### src/rtl/txsym_pkg.sv
package txsym_pkg;

    // Sticky event bits of the status word
    typedef struct packed {
        logic flushed;
        logic i_pos;
        logic i_neg;
        logic q_pos;
        logic q_neg;
        logic fifo_unf;
        logic fifo_ovf;
    } sticky_t;

    localparam int STATUS_W = 16;

endpackage

### src/rtl/txsym_store.sv
module txsym_store #(
    parameter int DW = 16,
    parameter int LW = 3
) (
    input  logic          clk,
    input  logic          rst_n,
    input  logic          push,
    input  logic          pop,
    input  logic [DW-1:0] in_i,
    input  logic [DW-1:0] in_q,
    output logic [DW-1:0] head_i,
    output logic [DW-1:0] head_q,
    output logic [LW-1:0] level
);
    localparam int DEPTH = 1 << LW;
    localparam logic [LW-1:0] FULL = '1;

    typedef struct packed {
        logic [LW-1:0] wp;
        logic [LW-1:0] rp;
        logic [LW-1:0] lvl;
    } ptr_t;

    ptr_t s_q, s_d;
    logic [2*DW-1:0] mem_q [DEPTH];
    logic [2*DW-1:0] mem_d [DEPTH];
    logic w_ok, r_ok;

    always_comb begin
        w_ok = push && (s_q.lvl != FULL);
        r_ok = pop && (s_q.lvl != '0);
        s_d  = s_q;
        for (int k = 0; k < DEPTH; k++) mem_d[k] = mem_q[k];
        if (w_ok) begin
            mem_d[s_q.wp] = {in_i, in_q};
            s_d.wp = s_q.wp + 1'b1;
        end
        if (r_ok) s_d.rp = s_q.rp + 1'b1;
        case ({w_ok, r_ok})
            2'b10:   s_d.lvl = s_q.lvl + 1'b1;
            2'b01:   s_d.lvl = s_q.lvl - 1'b1;
            default: s_d.lvl = s_q.lvl;
        endcase
    end

    always_ff @(posedge clk or negedge rst_n) begin
        if (!rst_n) begin
            s_q <= '0;
            for (int k = 0; k < DEPTH; k++) mem_q[k] <= '0;
        end else begin
            s_q <= s_d;
            for (int k = 0; k < DEPTH; k++) mem_q[k] <= mem_d[k];
        end
    end

    assign {head_i, head_q} = mem_q[s_q.rp];
    assign level            = s_q.lvl;


    level_up_chk: assert property (@(posedge clk) disable iff (!rst_n)
        (push && !pop && level != FULL) |=> (int'(level) == int'($past(level)) + 1));


    full_drop_chk: assert property (@(posedge clk) disable iff (!rst_n)
        (push && !pop && level == FULL) |=> (level == FULL));

endmodule

### src/rtl/txsym_flush.sv
module txsym_flush #(
    parameter int FLUSH_N = 24
) (
    input  logic clk,
    input  logic rst_n,
    input  logic online,
    input  logic rd_en,
    output logic done
);
    localparam int CW = $clog2(FLUSH_N + 1);
    localparam logic [CW-1:0] LAST = CW'(FLUSH_N - 1);
    localparam logic [CW-1:0] SAT  = CW'(FLUSH_N);

    typedef struct packed {
        logic [CW-1:0] cnt;
    } fl_t;

    fl_t f_q, f_d;

    always_comb begin
        f_d  = f_q;
        done = 1'b0;
        if (online) begin
            f_d.cnt = '0;
        end else if (rd_en && f_q.cnt != SAT) begin
            f_d.cnt = f_q.cnt + 1'b1;
            done    = (f_q.cnt == LAST);
        end
    end

    always_ff @(posedge clk or negedge rst_n) begin
        if (!rst_n) f_q <= '0;
        else        f_q <= f_d;
    end


    cnt_hold_chk: assert property (@(posedge clk) disable iff (!rst_n)
        online |=> (f_q.cnt == '0));

endmodule

### src/rtl/txsym_fifo_status.sv
module txsym_fifo_status #(
    parameter int DW      = 16,
    parameter int LW      = 3,
    parameter int FLUSH_N = 24
) (
    input  logic          clk,
    input  logic          rst_n,
    input  logic          wr_en,
    input  logic [DW-1:0] wr_i,
    input  logic [DW-1:0] wr_q,
    input  logic          rd_en,
    input  logic          online,
    input  logic [LW-1:0] ae_thresh,
    input  logic          i_sat_pos,
    input  logic          i_sat_neg,
    input  logic          q_sat_pos,
    input  logic          q_sat_neg,
    input  logic          clr_status,
    output logic [DW-1:0] rd_i,
    output logic [DW-1:0] rd_q,
    output logic [15:0]   status,
    output logic          err_any,
    output logic          offline_req
);
    import txsym_pkg::*;

    localparam logic [LW-1:0] FULL = '1;

    typedef struct packed {
        sticky_t stk;
        logic    offreq;
        logic    online_p;
        logic    full_p;
    } top_t;

    top_t t_q, t_d;
    logic [LW-1:0] level;
    logic [DW-1:0] head_i, head_q;
    logic          flush_done;
    logic          off_line, push, full, rise;

    assign off_line = !online || t_q.offreq;
    assign push     = wr_en && !off_line;
    assign full     = (level == FULL);
    assign rise     = online && !t_q.online_p;

    txsym_store #(.DW(DW), .LW(LW)) u_store (
        .clk    (clk),
        .rst_n  (rst_n),
        .push   (push),
        .pop    (rd_en),
        .in_i   (wr_i),
        .in_q   (wr_q),
        .head_i (head_i),
        .head_q (head_q),
        .level  (level)
    );

    txsym_flush #(.FLUSH_N(FLUSH_N)) u_flush (
        .clk    (clk),
        .rst_n  (rst_n),
        .online (online),
        .rd_en  (rd_en),
        .done   (flush_done)
    );

    always_comb begin
        t_d          = t_q;
        t_d.stk      = clr_status ? '0 : t_q.stk;
        t_d.stk.flushed  = t_d.stk.flushed  | flush_done;
        t_d.stk.i_pos    = t_d.stk.i_pos    | i_sat_pos;
        t_d.stk.i_neg    = t_d.stk.i_neg    | i_sat_neg;
        t_d.stk.q_pos    = t_d.stk.q_pos    | q_sat_pos;
        t_d.stk.q_neg    = t_d.stk.q_neg    | q_sat_neg;
        t_d.stk.fifo_unf = t_d.stk.fifo_unf | (rd_en && !wr_en && level == '0);
        t_d.stk.fifo_ovf = t_d.stk.fifo_ovf | full;
        t_d.offreq   = (full && !t_q.full_p) || (t_q.offreq && !rise);
        t_d.online_p = online;
        t_d.full_p   = full;
    end

    always_ff @(posedge clk or negedge rst_n) begin
        if (!rst_n) t_q <= '0;
        else        t_q <= t_d;
    end

    always_comb begin
        if (off_line || level == '0) begin
            rd_i = '0;
            rd_q = '0;
        end else begin
            rd_i = head_i;
            rd_q = head_q;
        end
    end

    assign status = {4'b0000, t_q.stk.flushed,
                     t_q.stk.i_pos, t_q.stk.i_neg, t_q.stk.q_pos, t_q.stk.q_neg,
                     level, t_q.stk.fifo_unf, t_q.stk.fifo_ovf,
                     (level < ae_thresh), (level == '0)};
    assign err_any = t_q.stk.i_pos | t_q.stk.i_neg | t_q.stk.q_pos |
                     t_q.stk.q_neg | t_q.stk.fifo_unf;
    assign offline_req = t_q.offreq;


    full_offline_chk: assert property (@(posedge clk) disable iff (!rst_n)
        (full && !t_q.full_p) |=> (offline_req && status[2]));


    unf_set_chk: assert property (@(posedge clk) disable iff (!rst_n)
        (rd_en && !wr_en && level == '0) |=> status[3]);


    offline_zero_chk: assert property (@(posedge clk) disable iff (!rst_n)
        !online |-> (rd_i == '0 && rd_q == '0));


    rise_clear_chk: assert property (@(posedge clk) disable iff (!rst_n)
        (rise && !(full && !t_q.full_p)) |=> !offline_req);


    sticky_hold_chk: assert property (@(posedge clk) disable iff (!rst_n)
        (status[10] && !clr_status) |=> status[10]);

endmodule

### config.mk
export PLATFORM = sky130hd
export DESIGN_NAME = txsym_fifo_status
export DESIGN_NICKNAME = d
export VERILOG_FILES = /design/src/rtl/txsym_pkg.sv /design/src/rtl/txsym_store.sv /design/src/rtl/txsym_flush.sv /design/src/rtl/txsym_fifo_status.sv
export SDC_FILE = /design/constraint.sdc
export NUM_CORES = 1
export LEC_CHECK = 0
export ABC_AREA = 1
export BUFFER_PORTS_ARGS = -buffer_cell sky130_fd_sc_hd__buf_2
export CAP_MARGIN = 20
export CORE_UTILIZATION = 61
export DETAILED_ROUTE_END_ITERATION = 16
export PLACE_DENSITY = 0.79
export SLEW_MARGIN = 20
export SYNTH_ARGS = -nofsm -noshare
export SYNTH_HDL_FRONTEND = slang
export SYNTH_SLANG_ARGS = --single-unit
### constraint.sdc
create_clock -name clk -period 2.6 [get_ports clk]
set_input_delay 0.26 -clock clk [delete_from_list [all_inputs] [get_ports clk]]
set_output_delay 0.26 -clock clk [all_outputs]
set_load 0.05 [all_outputs]
# Yosys cells after proc, flatten, opt, wreduce, memory -nomap -nowiden
# Index checks and enable logic that the tools add are counted.
classes:
  n_lt_le_gt_ge: 4
  n_reduce_logical: 23
  eq_ne: 6
  muxes: 14
  mul: 0
  shift: 0
  add_sub_neg: 5
  div_mod_pow: 0
  bitwise_logic: 13
ops:
  columns: ["cell", "n"]
  rows:
  - ["256-bit bitwise mux", 1]
  - ["32-bit binary-select mux with 3-bit select", 1]
  - ["32-bit demux with 3-bit select", 1]
  - ["32-bit two-way mux", 3]
  - ["16-bit two-way mux", 2]
  - ["1-bit bitwise OR", 11]
  - ["1-bit logical AND", 10]
  - ["5-bit two-way mux", 2]
  - ["3-bit by 1-bit adder with 3-bit output, second input constant", 3]
  - ["4-bit greater-or-equal comparator, second input constant", 2]
  - ["3-bit NOT with 4-bit output", 2]
  - ["7-bit two-way mux", 1]
  - ["1-bit zero test", 6]
  - ["3-bit case mux with 2 select lines", 1]
  - ["5-bit by 1-bit adder with 5-bit output, second input constant", 1]
  - ["5-bit equality test, second input constant", 1]
  - ["5-bit inequality test, second input constant", 1]
  - ["4-bit by 1-bit < comparator with 1-bit output, second input constant", 1]
  - ["2-bit nonzero test", 2]
  - ["3-bit equality test, second input constant", 1]
  - ["3-bit zero test", 1]
  - ["1-bit logical OR", 3]
  - ["3-bit < comparator", 1]
  - ["3-bit inequality test, second input constant", 1]
  - ["other kinds (5)", 6]
word_totals:
  elab_cells: 87
  latch_bits: 0
  romBits: 0
  ramBits: 0
  register_bits: 280
  memories: 0

# Longest topological paths before layout
# Gate-level depths: netlist (run 1).
depth:
  depth_word: 7
  ltp_mapped: 11
  ltp_nobuf: 10

# Modules after synthesis
# From an unflattened synthesis (run 1), not the netlist that was laid out.
unflattened:
  hier_cells: 2217
  area_unflattened_um2: 15250.9
by_module_without_submodules:
  columns: ["mod", "instances", "cells_per_inst", "area_each_um2", "seq_area_each_um2"]
  rows:
  - ["txsym_store", 1, 2052, 14056.0, 6631.4]
  - ["txsym_fifo_status", 1, 127, 892.1, 250.2]
  - ["txsym_flush", 1, 38, 302.8, 125.1]

# Worst setup path after synthesis (run 1)
# OpenSTA, ideal clock, no wires.
synth_timing:
  path_type: "register -> output"
  start: "register u_store.s_q (netlist bit u_store.level[0])"
  end: "output port rd_i[0]"
  path_stages_with_launch: 8
  arrival_ps: 1942
  slack_ps: 398
  path_cell_list: "dfrtp_1 inv_2 nand3_1 inv_1 nor2_1 buf_2 nand2_1 nor2_1"
synth_via:
  elab_chain_cells: 3
synth_rtl:
  columns: ["element", "line", "text"]
  rows:
  - ["start: declaration", "txsym_store.sv:24", "ptr_t s_q, s_d;"]
  - ["start signal: assignment", "txsym_store.sv:48", "s_q <= '0;"]
  - ["start signal: assignment", "txsym_store.sv:51", "s_q <= s_d;"]
  - ["3-bit zero test", null, null]
  - ["via status[0]", "txsym_fifo_status.sv:21", "output logic [15:0] status,"]
  - ["1-bit logical OR", "txsym_fifo_status.sv:88", "if (off_line || level == '0) begin"]
  - ["16-bit two-way mux", "txsym_fifo_status.sv:88", null]
  - ["end: declaration", "txsym_fifo_status.sv:19", "output logic [DW-1:0] rd_i,"]
# The timed path passes the listed nets, and every way through them passes these cells.

# Worst setup path in the final report (run 1)
layout_timing:
  start: "register u_store.s_q[4] in the netlist's numbering"
  end: "output port rd_q[3]"
layout_via:
  elab_chain_cells: 5
layout_rtl:
  columns: ["element", "line", "text"]
  rows:
  - ["3-bit NOT with 4-bit output (not written as such)", "txsym_store.sv:56", "assign {head_i, head_q} = mem_q[s_q.rp];"]
  - ["32-bit binary-select mux with 3-bit select", "txsym_store.sv:56", null]
  - ["32-bit two-way mux (not written as such) (2 in a row)", "txsym_store.sv:56", null]
  - ["16-bit two-way mux", "txsym_fifo_status.sv:88", null]
  - ["end: declaration", "txsym_fifo_status.sv:20", "output logic [DW-1:0] rd_q,"]
# No other way between the ends. The select of a mux whose other input is x is not followed.

==> results by group, run 1 <==
Outcome
  • Run status: finished, final reports clean

Die
  • Core box area: 22780 um^2
  • Starting Density: 62.54%
  • I/O pins: 95
  • Rows: 55
  • Die X-Extent: 154.8 um
  • DIE AREA: 23970 um^2
  • Die Ht: 154.8 um

Timing
  • Tmin final: 2.520 ns
  • Worst Clk Skew: 0.01572 ns
  • Final Cycle Share: 96.92%
  • RSZ-0062 raised after global routing: false
  • Fmax: 396.8 MHz
  • Final Slew Violations: 0
  • Worst slew pin tran: 0.6120 ns
  • Final Hold Vio Count: 0
  • Max_slew headroom: 59.20%
  • Final setup fails: 0
  • Final WS setup: 0.08015 ns
  • Setup TNS: 0 ns

Critical path
  • Worst path arrival time: 2.26 ns
  • CP Launch Type: register
  • Max stage delay on crit path: 0.59 ns
  • FF-to-FF End: u_store.level[2]$_DFFE_PN0P_
  • Worst path buffer plus inverter count: 3
  • CP Depth: 7
  • Critical Path RT: 2.34 ns
  • Worst setup path startpoint: u_store.s_q[4]$_DFFE_PN0P_
  • Critical path type: register to output pin
  • Nature of the critical path endpoint: output pin
  • FF-to-FF path depth: 10
  • Crit path max-delay cell type: dfrtp_4
  • Most frequent CP cell: nor2_1
  • Worst path cell trace: inv_2, buf_12, nand3_1, nand2_1, nor2_1, nor2_1, buf_2
  • FF-to-FF setup slack: 0.40 ns
  • Setup crit end: rd_q[3]
  • Worst Path Max Fanout: 27
  • R2r startpoint: u_store.level[0]$_DFFE_PN0P_
  • Cell family with most CP delay: buffers and inverters

Placed design
  • Placer congestion estimate: 0.8249
  • Hpwl dp: 19380 um
  • I/O Buffers: 90
  • Place WS: 0.5026 ns

Yosys
  • EDFF count, synth: 0
  • Mapped Cells: 1873
  • Fraction of registers with async set/reset: 100.0%
  • Primary FF master, synth: dfrtp_1
  • Register area share after synthesis: 49.18%
  • Yosys warning total: 0
  • Register bit total from synthesis: 280
  • Synth Cell Area: 14250 um^2
  • Synth cell types: 30
  • Avg Cell Area, Syn: 7.606 um^2
  • Yosys top cell area share: 49.18%
  • Top post-synthesis cells by area: dfrtp_1 49%, nand2_1 16%, inv_1 8.3%
  • Yosys top cell by area: dfrtp_1

Clock tree
  • CTS tree: built
  • Root Buffer: clkbuf_16
  • Clock Latency Late Sink: 0.57 ns
  • Total CTS buffers: 30
  • Clock-pin slew on the worst setup and hold paths: 0.06 ns
  • Clk sink count: 280
  • CTS H-tree lvls: 1
  • Max clock buf depth: 3

Global route
  • Gr ovfl total: 0
  • First-pass GRT wire length: 57050 um
  • Largest net degree at the start of global routing: 81
  • Vias in the first global route: 11.65k
  • Total GRT Usage: 29.37%
  • Initial antenna violation count: 0

Routing
  • Total number of vias: 11.92k
  • DR pass1 iterations: 5
  • Number of remaining DRC errors: 0
  • Wire per inst: 14.98 um
  • Initial DRC Count: 946
  • Wirelength, routed: 33850 um
  • Vias/cell: 5.274
  • Post-route ant nets: 0

Layout
  • Layout Nets: 1977
  • P&R area growth vs syn: 11.94%
  • Layout cells sized above 1: 12.74%
  • # diodes: 0
  • Finished Core Util: 70.01%

Pwr
  • Peak VDD IR: 1016 uV
  • Leakage: 8.476 nW
  • Pwr dens: 1291 nW/um^2

Flow run
  • Max Cap Viol: 0

Min path
  • Worst hold path class: input port to register
[cells in the final DEF (no fill, tap or decap), drive strengths merged]
cell type    instances
nand2              614
nand4                3
clkbuf              46
xor2                 3
dfrtp              280
a21oi                2
nand3b               1
xnor2                2
nor3                 3
dlygate4sd3         11
ha                   7
buf                119
clkinv              10
a21o                 1
conb                 4
bufinv               1
fa                   1
o21bai               4
nor2                78
inv                318
o21ai              267
nand3              172
[state kept, by name, summed over array words and instances (netlist names)]
| name | count |
|---|---|
| offline_req | 1 |
| status | 7 |
| t_q | 2 |
| u_flush.f_q | 5 |
| u_store.level | 3 |
| u_store.mem_q | 256 |
| u_store.s_q | 6 |
[metrics by stage]
step	area, um^2	power [mW]	hold slack, ns	instances
after floorplan	14260	14.01	-0.03559	1876
final	15950	20.58	0.02291	2260
after global placement	14760	15.70	0.2578	2192
after global routing	15950	22.22	0.02369	2260
after detailed placement	14760	16.02	0.2612	2192
after CTS	15890	20.46	0.003016	2259
[logic make-up (layout without fill, tap and decap cells)]
group	count (synthesis)	in the layout	share of synthesized area [%]
buffers and inverters	434	505	13.50
other	1	4	0.02632
DFF	280	280	49.18
adders and majority gates	8	8	0.7553
and+or+nand+nor	871	871	24.99
xor gates and xnor gates	5	5	0.3075
AOI/OAI and AO/OA	274	274	11.24
[where the power goes]
group	leakage (nW)	internal, mW	switching, mW	total, mW
clock	0.495	2.45	1.79	4.24
combinational	4.36	3.04	5.86	8.89
sequential	3.62	6.25	1.20	7.45
total	8.48	11.7	8.84	20.6
[layer usage]
| layer | global-route usage [%] | vias to the layer above | wire length [um] |
|---|---|---|---|
| li1 | - | 5822 | - |
| met4 | 9.241 | 0 | 702 |
| met2 | 49.08 | 448 | 16290 |
| met5 | 0 | - | 0 |
| met3 | 3.811 | 50 | 2312 |
| met1 | 40.06 | 5599 | 14550 |
[cells in the mapped netlist (3+ instances only)]
cell type  count
buf_1         21
nand2_2        4
o21bai_1       4
nor3_1         3
dfrtp_1      280
nand2_1      606
o21ai_2       58
nand2_4        4
clkbuf_1      25
buf_2         30
o21ai_1       70
o21ai_0      139
nor2_1        77
ha_1           7
xor2_1         3
nand4_1        3
buf_6         25
inv_1        316
buf_4         14
nand3_1      171
[final cells by class]
class	instances	area, um^2
Clock buffer	44	883.3
Clock inverter	11	108.9
Fill cell	1832	6832
Inverter	318	1196
Multi-Input combinational cell	1162	5340
Sequential cell	280	7015
Tap cell	313	391.6
Timing Repair Buffer	132	1011
[timing repair]
| item | CTS | global route |
|---|---|---|
| resized for setup | 4 | 12 |
| hold buffers | 11 | 0 |
| cloned | 0 | 1 |
| endpoints found under the hold margin | 74 | 0 |
| setup buffers | 1 | 0 |
| setup endpoints to repair | 11 | 23 |
[worst reg2reg max path, stage by stage, from the launching register on]
cell	delay [ns]
dfrtp_1	0.43
nand3_1	0.16
inv_2	0.07
nor2_4	0.40
inv_1	0.11
ha_1	0.20
inv_1	0.11
fa_1	0.22
a21oi_1	0.07
o21ai_0	0.13
xor2_1	0.21
[worst min path at each step]
stage	start	to	slack, ns	depth (start not counted)
global route	rd_en	status[3]$_DFF_PN0_	0.02	3
floorplan	rst_n	offline_req$_DFF_PN0_	-0.04	0
CTS	rd_en	status[3]$_DFF_PN0_	0.003	3
finish	rd_en	status[3]$_DFF_PN0_	0.02	3
global placement	rst_n	u_store.mem_q[136]$_DFFE_PN0P_	0.26	1
detailed placement	rst_n	u_store.mem_q[136]$_DFFE_PN0P_	0.26	1
Note: power is estimated with default switching activity, not from simulation.
==> inputs of run 2 (changes only) <==
--- a/config.mk
+++ b/config.mk
@@ -8,7 +8,10 @@
 export ABC_AREA = 1
 export BUFFER_PORTS_ARGS = -buffer_cell sky130_fd_sc_hd__buf_2
 export CAP_MARGIN = 20
-export CORE_UTILIZATION = 61
+export CELL_PAD_IN_SITES_DETAIL_PLACEMENT = 1
+export CELL_PAD_IN_SITES_GLOBAL_PLACEMENT = 1
+export CORE_UTILIZATION = 45
+export CTS_CLUSTER_DIAMETER = 80
 export DETAILED_ROUTE_END_ITERATION = 16
 export PLACE_DENSITY = 0.79
 export SLEW_MARGIN = 20
==> results by group, run 2 (synthesized netlist as in run 1, its figures left out) <==
Clock tree
  • Total CTS buffers: 34
  • CTS H-tree lvls: 2
  • Root Buffer: clkbuf_16
  • Clk sink count: 280
  • CTS tree: built
  • Max clock buf depth: 3
  • Clock Latency Late Sink: 0.51 ns
  • Clock-pin slew on the worst setup and hold paths: 0.05 ns
  • Setup Fix Bufs, Post-CTS: 0

Timing
  • Tmin final: 2.528 ns
  • Final setup fails: 0
  • Worst slew pin tran: 0.6884 ns
  • Setup TNS: 0 ns
  • Final Slew Violations: 0
  • Worst Clk Skew: 0.01959 ns
  • Final Cycle Share: 97.23%
  • RSZ-0062 raised after global routing: false
  • Fmax: 395.6 MHz
  • Final WS setup: 0.07209 ns
  • Final Hold Vio Count: 0
  • Max_slew headroom: 54.11%

Placed design
  • Area after DPL: 14960 um^2
  • Placer congestion estimate: 0.7825
  • Placed Cells: 2281
  • Hpwl dp: 22710 um
  • Place WS: 0.5294 ns
  • I/O Buffers: 90

Critical path
  • Worst path buffer plus inverter count: 2
  • Crit path max-delay cell type: dfrtp_4
  • Cell family with most CP delay: buffers and inverters
  • R2r startpoint: u_store.level[0]$_DFFE_PN0P_
  • FF-to-FF End: u_store.level[1]$_DFFE_PN0P_
  • Worst Path Max Fanout: 64
  • CP Launch Type: register
  • Critical path type: register to output pin
  • FF-to-FF setup slack: 0.52 ns
  • Worst path arrival time: 2.27 ns
  • Critical Path RT: 2.34 ns
  • FF-to-FF path depth: 8
  • Worst setup path startpoint: u_store.s_q[3]$_DFFE_PN0P_
  • Nature of the critical path endpoint: output pin
  • Max stage delay on crit path: 0.55 ns
  • Worst path cell trace: clkbuf_16, nand2_1, nand3_1, nand3_1, nand2_1, nor2_1, buf_2

Layout
  • # diodes: 0
  • Max reg flops: 256
  • Commonest non-fill, non-tap cells in the layout: 606 x nand2_1, 314 x inv_1, 277 x dfrtp_1
  • Layout Nets: 1981
  • Most flops, register: u_store.mem_q
  • Layout Cells excl Fill: 2346
  • Most common cell after layout, fill and taps aside: nand2_1
  • Layout cells sized above 1: 13.03%
  • Post-route cell area: 16350 um^2
  • P&R area growth vs syn: 14.80%
  • FILL cells: 3820

Pwr
  • Peak VDD IR: 689.5 uV
  • Pwr dens: 1354 nW/um^2
  • Leakage: 8.621 nW

Outcome
  • Violated checks: DRC
  • Run status: finished, violations left

Die
  • Die X-Extent: 179.9 um
  • I/O pins: 95
  • DIE AREA: 32370 um^2
  • Die Ht: 179.9 um
  • Starting Density: 46.21%
  • Rows: 64
  • Core box area: 30830 um^2

Global route
  • Initial antenna violation count: 0
  • Largest net degree at the start of global routing: 130
  • Total GRT Usage: 25.15%
  • Vias in the first global route: 12.89k
  • Gr ovfl total: 0
  • First-pass GRT wire length: 66210 um

Routing
  • Vias/cell: 5.134
  • Wirelength, routed: 39780 um
  • Post-route ant nets: 0
  • DR pass1 iterations: 11
  • Wire per inst: 16.96 um
  • Total number of vias: 12.04k
  • Number of remaining DRC errors: 2
  • Initial DRC Count: 683

Min path
  • Hold-critical path depth: 2
  • HP Start: clr_status
  • Hold EP: status[9]$_DFF_PN0_
  • Worst hold path class: input port to register

Flow run
  • Max Cap Viol: 0
==> run 2: worst max path at each step <==
| stage | end | slack [ns] | depth (start not counted) |
|---|---|---|---|
| 5_1_grt | rd_q[15] | 0.004 | 7 |
| 2_1_floorplan | rd_i[0] | 0.40 | 7 |
| 6_report | rd_q[15] | 0.07 | 7 |
| 4_1_cts | rd_q[11] | 0.02 | 4 |
| 3_5_place_dp | u_store.level[1]$_DFFE_PN0P_ | 0.53 | 8 |
| 3_3_place_gp | rd_q[11] | 0.54 | 4 |
==> run 2: metrics by stage <==
step           utilization (%)  hold WS [ns]  total power [mW]
6_report                 53.05       0.02072             22.15
5_1_grt                  53.05       0.01268             23.90
4_1_cts                  52.90      0.004284             22.22
3_5_place_dp             48.53        0.3191             16.51
3_3_place_gp             48.53        0.3195             16.05
2_1_floorplan                -      -0.03559             14.01
==> run 2: metal layers <==
metal	global-route usage (%)	part of all wire, %	routed length [um]	vias up
li1	-	-	-	5841
met1	31.98	45	17900	5987
met2	45.23	51	20190	160
met3	2.998	2.5	982	56
met4	6.483	1.8	699	0
met5	0	0	0	-
==> run 2: power breakdown <==
part	switching (mW)	total, mW	leakage (nW)	internal, mW
combinational	6.13	9.21	4.38	3.08
clock	1.89	5.48	0.624	3.60
sequential	1.20	7.45	3.62	6.25
total	9.22	22.1	8.62	12.9
==> run 2: final cells by class <==
cell class,count,area (um^2),share of cell area (%)
clock inverters,12,317.8,1.943
inverters,318,1202,7.352
clock buffers,46,967.2,5.914
flip-flops and latches,280,7015,42.90
repair buffers,132,1021,6.243
well taps,396,495.5,3.030
multi-input cells,1162,5335,32.62
==> run 2: repair_timing <==
action | 4_1_cts | 5_1_grt
endpoints found under the hold margin | 81 | 0
endpoints found under the setup margin | 0 | 22
gates resized for setup | 0 | 7
hold buffers | 6 | 0
